[src/rtl/recip_pkg.sv]
package recip_pkg;

   // Table word for index idx: floor(2^scale_log2 / idx^2); zero index yields zero.
   function automatic longint unsigned inv_sq_word(input int unsigned idx,
                                                   input int unsigned scale_log2);
      longint unsigned num;
      longint unsigned den;
      num = longint'(1) << scale_log2;
      den = longint'(idx) * longint'(idx);
      if (idx == 0) return 0;
      return num / den;
   endfunction

endpackage

[src/rtl/recip_lut.sv]
module recip_lut #(
   parameter int IDX_W = 7,
   parameter int SCALE = 18,
   parameter int TW    = SCALE + 1
) (
   input  logic             clk,
   input  logic             rst_n,
   input  logic             en,
   input  logic [IDX_W-1:0] idx,
   output logic [TW-1:0]    word_q
);
   import recip_pkg::*;

   localparam int DEPTH = 1 << IDX_W;

   logic [TW-1:0] tbl [DEPTH];

   for (genvar i = 0; i < DEPTH; i++) begin : g_ent
      localparam longint unsigned ENT = inv_sq_word(i, SCALE);
      assign tbl[i] = TW'(ENT);
   end

   always_ff @(posedge clk or negedge rst_n) begin
      if (!rst_n)  word_q <= '0;
      else if (en) word_q <= tbl[idx];
   end
endmodule

[src/rtl/recip_prep.sv]
module recip_prep #(
   parameter int HALF_W = 7,
   parameter int OPW    = 2 * HALF_W
) (
   input  logic           clk,
   input  logic           rst_n,
   input  logic           in_vld,
   input  logic [OPW-1:0] in_y,
   output logic           s_vld,
   output logic [OPW-1:0] s_diff,
   output logic           s_zero
);
   logic [HALF_W-1:0] hi;
   logic [HALF_W-1:0] lo;
   logic [OPW-1:0]    diff;

   assign hi   = in_y[OPW-1 -: HALF_W];
   assign lo   = in_y[HALF_W-1:0];
   assign diff = {hi, {HALF_W{1'b0}}} - {{HALF_W{1'b0}}, lo};

   always_ff @(posedge clk or negedge rst_n) begin
      if (!rst_n) begin
         s_vld  <= 1'b0;
         s_diff <= '0;
         s_zero <= 1'b0;
      end else begin
         s_vld <= in_vld;
         if (in_vld) begin
            s_diff <= diff;
            s_zero <= (hi == '0);
         end
      end
   end
endmodule

[src/rtl/recip_mul.sv]
module recip_mul #(
   parameter int OPW       = 14,
   parameter int TW        = 19,
   parameter int OW        = 16,
   parameter int SHIFT     = 10,
   parameter bit ROUND_OUT = 1'b0
) (
   input  logic           clk,
   input  logic           rst_n,
   input  logic           s_vld,
   input  logic [OPW-1:0] s_diff,
   input  logic [TW-1:0]  s_word,
   input  logic           s_zero,
   output logic           out_vld,
   output logic [OW-1:0]  out_q,
   output logic           out_ovf
);
   localparam int PW = OPW + TW;

   logic [PW-1:0] prod;
   logic [PW:0]   adj;
   logic [PW:0]   shifted;
   logic          big;
   logic          sat;
   logic [OW-1:0] q;

   assign prod = PW'(s_diff) * PW'(s_word);

   if (ROUND_OUT && SHIFT > 0) begin : g_rnd
      assign adj = {1'b0, prod} + ((PW+1)'(1) << (SHIFT - 1));
   end else begin : g_trunc
      assign adj = {1'b0, prod};
   end

   assign shifted = adj >> SHIFT;

   if (PW + 1 > OW) begin : g_chk
      assign big = |shifted[PW:OW];
   end else begin : g_nochk
      assign big = 1'b0;
   end

   assign sat = s_zero | big;
   assign q   = sat ? {OW{1'b1}} : shifted[OW-1:0];

   always_ff @(posedge clk or negedge rst_n) begin
      if (!rst_n) begin
         out_vld <= 1'b0;
         out_q   <= '0;
         out_ovf <= 1'b0;
      end else begin
         out_vld <= s_vld;
         if (s_vld) begin
            out_q   <= q;
            out_ovf <= sat;
         end
      end
   end
endmodule

[src/rtl/recip_taylor.sv]
module recip_taylor #(
   parameter int HALF_W    = 7,
   parameter int TBL_FRAC  = 8,
   parameter int OUT_INT   = 6,
   parameter int OUT_FRAC  = 10,
   parameter bit ROUND_OUT = 1'b0,
   localparam int OPW      = 2 * HALF_W,
   localparam int OW       = OUT_INT + OUT_FRAC
) (
   input  logic           clk,
   input  logic           rst_n,
   input  logic           in_vld,
   input  logic [OPW-1:0] in_y,
   output logic           out_vld,
   output logic [OW-1:0]  out_q,
   output logic           out_ovf
);
   localparam int SCALE = 2 * (HALF_W - 2) + TBL_FRAC;
   localparam int TW    = SCALE + 1;
   localparam int SHIFT = (OPW - 2) + TBL_FRAC - OUT_FRAC;

   if (HALF_W < 3 || HALF_W > 12) begin : g_bad_half
      $error("HALF_W out of supported range");
   end
   if (OUT_INT < HALF_W - 1) begin : g_bad_int
      $error("OUT_INT too small for largest reciprocal");
   end
   if (SHIFT < 0) begin : g_bad_shift
      $error("OUT_FRAC exceeds available product fraction");
   end

   logic           s_vld;
   logic [OPW-1:0] s_diff;
   logic           s_zero;
   logic [TW-1:0]  s_word;

   recip_prep #(.HALF_W(HALF_W), .OPW(OPW)) u_prep (
      .clk    (clk),
      .rst_n  (rst_n),
      .in_vld (in_vld),
      .in_y   (in_y),
      .s_vld  (s_vld),
      .s_diff (s_diff),
      .s_zero (s_zero)
   );

   recip_lut #(.IDX_W(HALF_W), .SCALE(SCALE), .TW(TW)) u_lut (
      .clk    (clk),
      .rst_n  (rst_n),
      .en     (in_vld),
      .idx    (in_y[OPW-1 -: HALF_W]),
      .word_q (s_word)
   );

   recip_mul #(.OPW(OPW), .TW(TW), .OW(OW), .SHIFT(SHIFT),
               .ROUND_OUT(ROUND_OUT)) u_mul (
      .clk     (clk),
      .rst_n   (rst_n),
      .s_vld   (s_vld),
      .s_diff  (s_diff),
      .s_word  (s_word),
      .s_zero  (s_zero),
      .out_vld (out_vld),
      .out_q   (out_q),
      .out_ovf (out_ovf)
   );
endmodule

[config.mk]
export PLATFORM = sky130hd
export DESIGN_NAME = recip_taylor
export DESIGN_NICKNAME = d
export VERILOG_FILES = /design/src/rtl/recip_pkg.sv /design/src/rtl/recip_lut.sv /design/src/rtl/recip_prep.sv /design/src/rtl/recip_mul.sv /design/src/rtl/recip_taylor.sv
export SDC_FILE = /design/constraint.sdc
export NUM_CORES = 1
export LEC_CHECK = 0
export BUFFER_PORTS_ARGS = -buffer_cell sky130_fd_sc_hd__buf_2
export CAP_MARGIN = 10
export CORE_MARGIN = 5
export CORE_UTILIZATION = 60
export CTS_CLUSTER_DIAMETER = 120
export CTS_CLUSTER_SIZE = 20
export DETAILED_ROUTE_END_ITERATION = 16
export GPL_ROUTABILITY_DRIVEN = 0
export MAX_ROUTING_LAYER = met4
export PLACE_DENSITY = 0.8
export SLEW_MARGIN = 0
export SYNTH_ARGS = -nofsm -noshare
export SYNTH_HDL_FRONTEND = slang
export SYNTH_HIERARCHICAL = 1
export SYNTH_SLANG_ARGS = --single-unit
[constraint.sdc]
create_clock -name clk -period 5.7 [get_ports clk]
set_input_delay 0.855 -clock clk [delete_from_list [all_inputs] [get_ports clk]]
set_output_delay 0.855 -clock clk [all_outputs]
set_load 0.1 [all_outputs]
==> summary.md <==
The synthesized flop and latch total is 51. sky130_fd_sc_hd__fa_1 takes more of the synthesized area than any other cell. The number of global-route vias before repair came out at 11.5k. The number of antenna cells inserted was 0. Setup repair after global routing could not meet its margin everywhere. Walking the worst path, the cells encountered are buf_4, nand2_1, fa_1, inv_1, fa_1, fa_1, fa_1, fa_1, inv_1, fa_1, inv_1, ha_4, nand2_1, o211ai_1, o31ai_2, a21oi_2, a21oi_1, xnor2_1, a311oi_4, buf_12, a41oi_2. The clock net in this run drives a total of 51 sinks. Clock skew on the completed layout was measured at 0.00554 ns. The net count of the finished layout is 1897. In the synthesized netlist, the number of instances is 1463.

The endpoint with the worst hold slack was u_prep/s_zero$_DFFE_PN0P_. The time the final worst path needs with I/O delays and setup came out at 6.08 ns. The number of buffers and inverters on the critical path is 5.

The routed design has 33.8 mm of wire. Once the floorplan was initialized, standard cells occupied 60.7% of the core. In this run the power spent charging and discharging nets is 3.84 mW. The run gives 2 as the worst-case clock buffer depth. The region available for standard cell placement spans 21000 um2. Of the cells placed in the final design, the portion with a size suffix greater than 1 is 17.9%. For this design the static power due to leakage is 6.91 nW. Hold timing on the final database bottoms out at a slack of 0.545 ns.

Counting the buffers created by CTS gives 5. By instance count, the cell type seen most on the critical path is sky130_fd_sc_hd__fa_1. The worst hold-check path type is register to register. The normalized max-slew margin came out at 34.6%. The tool flagged a number of max-cap violations equal to 0. Dividing the detail-routed wire length by the instance count gives 18.3 um.

The detail route stage leaves a number of antenna-violating nets equal to 0. The first-pass iteration count of the detailed router is 6. For this run, the total global-route usage over all layers was measured as 29.0%. Startpoint class of the critical path: a register. Counting cells, the worst reg-to-reg path comes to 21.

Summing internal, switching and leakage power gives 7.45 mW. Setup violations remaining at the end of the flow were counted as 17. The transition at the pin with the smallest max-transition slack was 0.973 ns; the average size of a mapped cell was 8.70 um2. The number of endpoints with negative hold slack in the final report was 0. The tools report the minimum setup slack among reg-to-reg paths as -0.38 ns. The most common cell after layout, fill and taps aside was sky130_fd_sc_hd__inv_1.

For the minimum setup slack in the final design, the log shows -0.378 ns. The flow ran to the end, but the final reports show violations. At the later pin of the worst-skew pair, clock insertion delay measures 0.31 ns. After synthesis the cells add up to 12700 um2. In this run switching power makes up 51.5% of total power. The worst hold path was traced through 2 stages. The initialized floorplan defines 53 standard-cell rows.

At the worst endpoint, the arrival time is 6.25 ns. By startpoint and endpoint, the worst setup path is classified as register to register. During I/O placement, the number of pins put on the boundary was 35. The floorplan die height works out to 156 um. The run gives 598 uV as the peak supply drop. STA classifies the critical path endpoint as a register.

The top cell type by area accounts for 31.5% of the synthesized area. The HPWL after detailed placement is 26.5 mm. The startpoint identified for the worst hold timing path is u_prep/s_zero$_DFFE_PN0P_.

The logs give 165 MHz for the fmax and 6 for the total of warnings raised by yosys. For the sequential fraction of design power, the log shows 6.8%. Proportion of synthesized flip-flops having asynchronous set or reset: 100%.

The slowest stage of the critical path belongs to the cell sky130_fd_sc_hd__fa_1. The DRC marker count from the first detailed-route iteration is 983. The number of antenna violations at the first check in global routing came out at 1. The final reports fail on negative setup slack. The die covers 24200 um2.

The die extent in x is 156 um, and the count of flip-flops with a built-in enable after synthesis is 0. In this design, the stage delay of the slowest critical-path cell is 0.55 ns. Sequential cells were found to cover 10.0% of the synthesized design area. The predominant post-synthesis flop cell is sky130_fd_sc_hd__dfrtp_1.

The largest fanout on the critical path was 17. STA puts the critical path data required time at 5.88 ns. The library cells used most frequently in the layout, excluding fill and tap cells, are sky130_fd_sc_hd__inv_1, sky130_fd_sc_hd__fa_1, sky130_fd_sc_hd__nand2_1. The tools report the startpoint of the worst-slack reg-to-reg timing path as u_lut/word_q[9]$_DFFE_PN0P_.

The number of unique standard cell types used by synthesis came out at 93. The clock power share was 5.0%. In this run, the combinational gates consume 88.2% of the power. Using the TritonRoute via totals, the vias-per-cell ratio works out to 6.04. Buffers placed on the I/O ports in this run total 34.

The cell family with the largest share of critical-path delay was adder cells. By area the synthesized netlist is led by sky130_fd_sc_hd__fa_1, sky130_fd_sc_hd__ha_1, sky130_fd_sc_hd__dfrtp_1. The first global-routing pass estimated 55.8 mm of wire. Power density of the placed cells: 518 nW/um2. For this run the aggregate overflow at the end of global routing stands at 0. The tools report the capture instance of the worst register-to-register path as u_mul/out_q[7]$_DFFE_PN0P_. Max-slew violation total from the final report: 0.

The share of the clock period used by the worst path after layout was 107%. The internal power component came out at 3.61 mW. The routed layout has 11.2k vias. From synthesis to final layout, the design area changed by 13.1%. TritonCTS built the clock tree.

The final routed DRC violation total was 0; the clock slew seen by the registers of the worst setup and hold paths was 0.07 ns. Entering global routing, the biggest net connects 68 pins. The tree is rooted in a sky130_fd_sc_hd__clkbuf_16.

The clock tree synthesis step divided the H-tree into 2 levels.
## registers in the layout (all words and copies together), names as in the netlist
name	cells
u_prep/s_vld	1
u_mul/out_q	16
u_prep/s_diff	14
u_mul/out_vld	1
u_mul/out_ovf	1
u_prep/s_zero	1
u_lut/word_q	17
## tightest hold or removal path: cells and delay by family (launching register included)
kind	cells	cell delay, ns
flops	1	0.39
compound gates	1	0.06
buf+inv	1	0.05
## stage by stage
stage | cell area [um2] | setup slack [ns] | util (%) | setup TNS (ns) | cells
3_3_place_gp | 14000 | -0.365 | 67.0 | -6.00 | 1831
3_5_place_dp | 14000 | -0.517 | 67.0 | -8.57 | 1831
2_1_floorplan | 13000 | -0.187 | - | -2.35 | 1464
4_1_cts | 14300 | -0.350 | 68.5 | -5.73 | 1848
5_1_grt | 14400 | -0.586 | 68.7 | -9.54 | 1848
6_report | 14400 | -0.378 | 68.7 | -6.29 | 1848
## cell usage after synthesis (all sizes together) (12+ instances only)
cell type,instances
inv,234
fa,200
nand2,193
and2,130
ha,108
nor2,59
a21oi,54
dfrtp,51
clkbuf,48
buf,39
o21ai,38
nand3,23
xnor2,18
nor2b,17
a41oi,16
o211ai,16
nand4,15
a211oi,13
nand2b,12
## per-layer routing
metal	vias up	part of all wire [%]	GRT usage, %
met4	0	3.0	9.63
met3	106	7.2	3.63
met2	559	51	48.7
met1	5541	39	36.7
met5	-	0	-
li1	4961	-	-
## how the worst max path moves through the flow
stage	startpoint	endpoint	slack, ns	depth (start not counted)
2_1_floorplan	u_prep/s_diff[11]$_DFFE_PN0P_	u_mul/out_q[7]$_DFFE_PN0P_	-0.19	20
3_3_place_gp	u_prep/s_diff[5]$_DFFE_PN0P_	u_mul/out_q[2]$_DFFE_PN0P_	-0.36	18
3_5_place_dp	u_prep/s_diff[5]$_DFFE_PN0P_	u_mul/out_q[14]$_DFFE_PN0P_	-0.52	19
4_1_cts	u_lut/word_q[7]$_DFFE_PN0P_	u_mul/out_q[14]$_DFFE_PN0P_	-0.35	20
5_1_grt	u_prep/s_diff[2]$_DFFE_PN0P_	u_mul/out_q[3]$_DFFE_PN0P_	-0.59	22
6_report	u_lut/word_q[9]$_DFFE_PN0P_	u_mul/out_q[7]$_DFFE_PN0P_	-0.38	21
## final cells by class
cell class	instances	area, um2
clock buffer	6	139
sequential	51	1290
clock inverter	2	38.8
inverter	237	890
fill	1627	6560
timing repair buffer	188	1360
multi-input combinational	1089	10300
tap	275	344
## power groups by stage
stage / logic [mW] / clock network, mW / registers, mW
2_1_floorplan: 3.97 / 0 / 0.753
3_3_place_gp: 6.14 / 0 / 0.505
3_5_place_dp: 6.29 / 0 / 0.510
4_1_cts: 6.47 / 0.379 / 0.503
5_1_grt: 7.22 / 0.393 / 0.516
6_report: 6.57 / 0.374 / 0.506
## repair_timing
item	CTS	global route
setup buffers	8	0
endpoints found under the setup margin	17	17
pin swaps	5	3
hold buffers	0	0
resized for setup	22	12
gates cloned	1	0
## cell families (layout without fill, tap and decap cells)
logic type               after synthesis  in the layout  share of synthesized area, %
flip-flops                            51             51                          10.0
buffers and inverters                325            433                          10.6
other                                  1              2                        0.0295
AO/OA/AOI/OAI                        237            238                          14.2
multiplexers                          16             16                          1.61
adder cells (fa/ha/maj)              308            308                          42.1
AND/OR/NAND/NOR                      498            498                          19.6
XOR/XNOR                              27             27                          1.86
(Power assumes the default switching activity.)
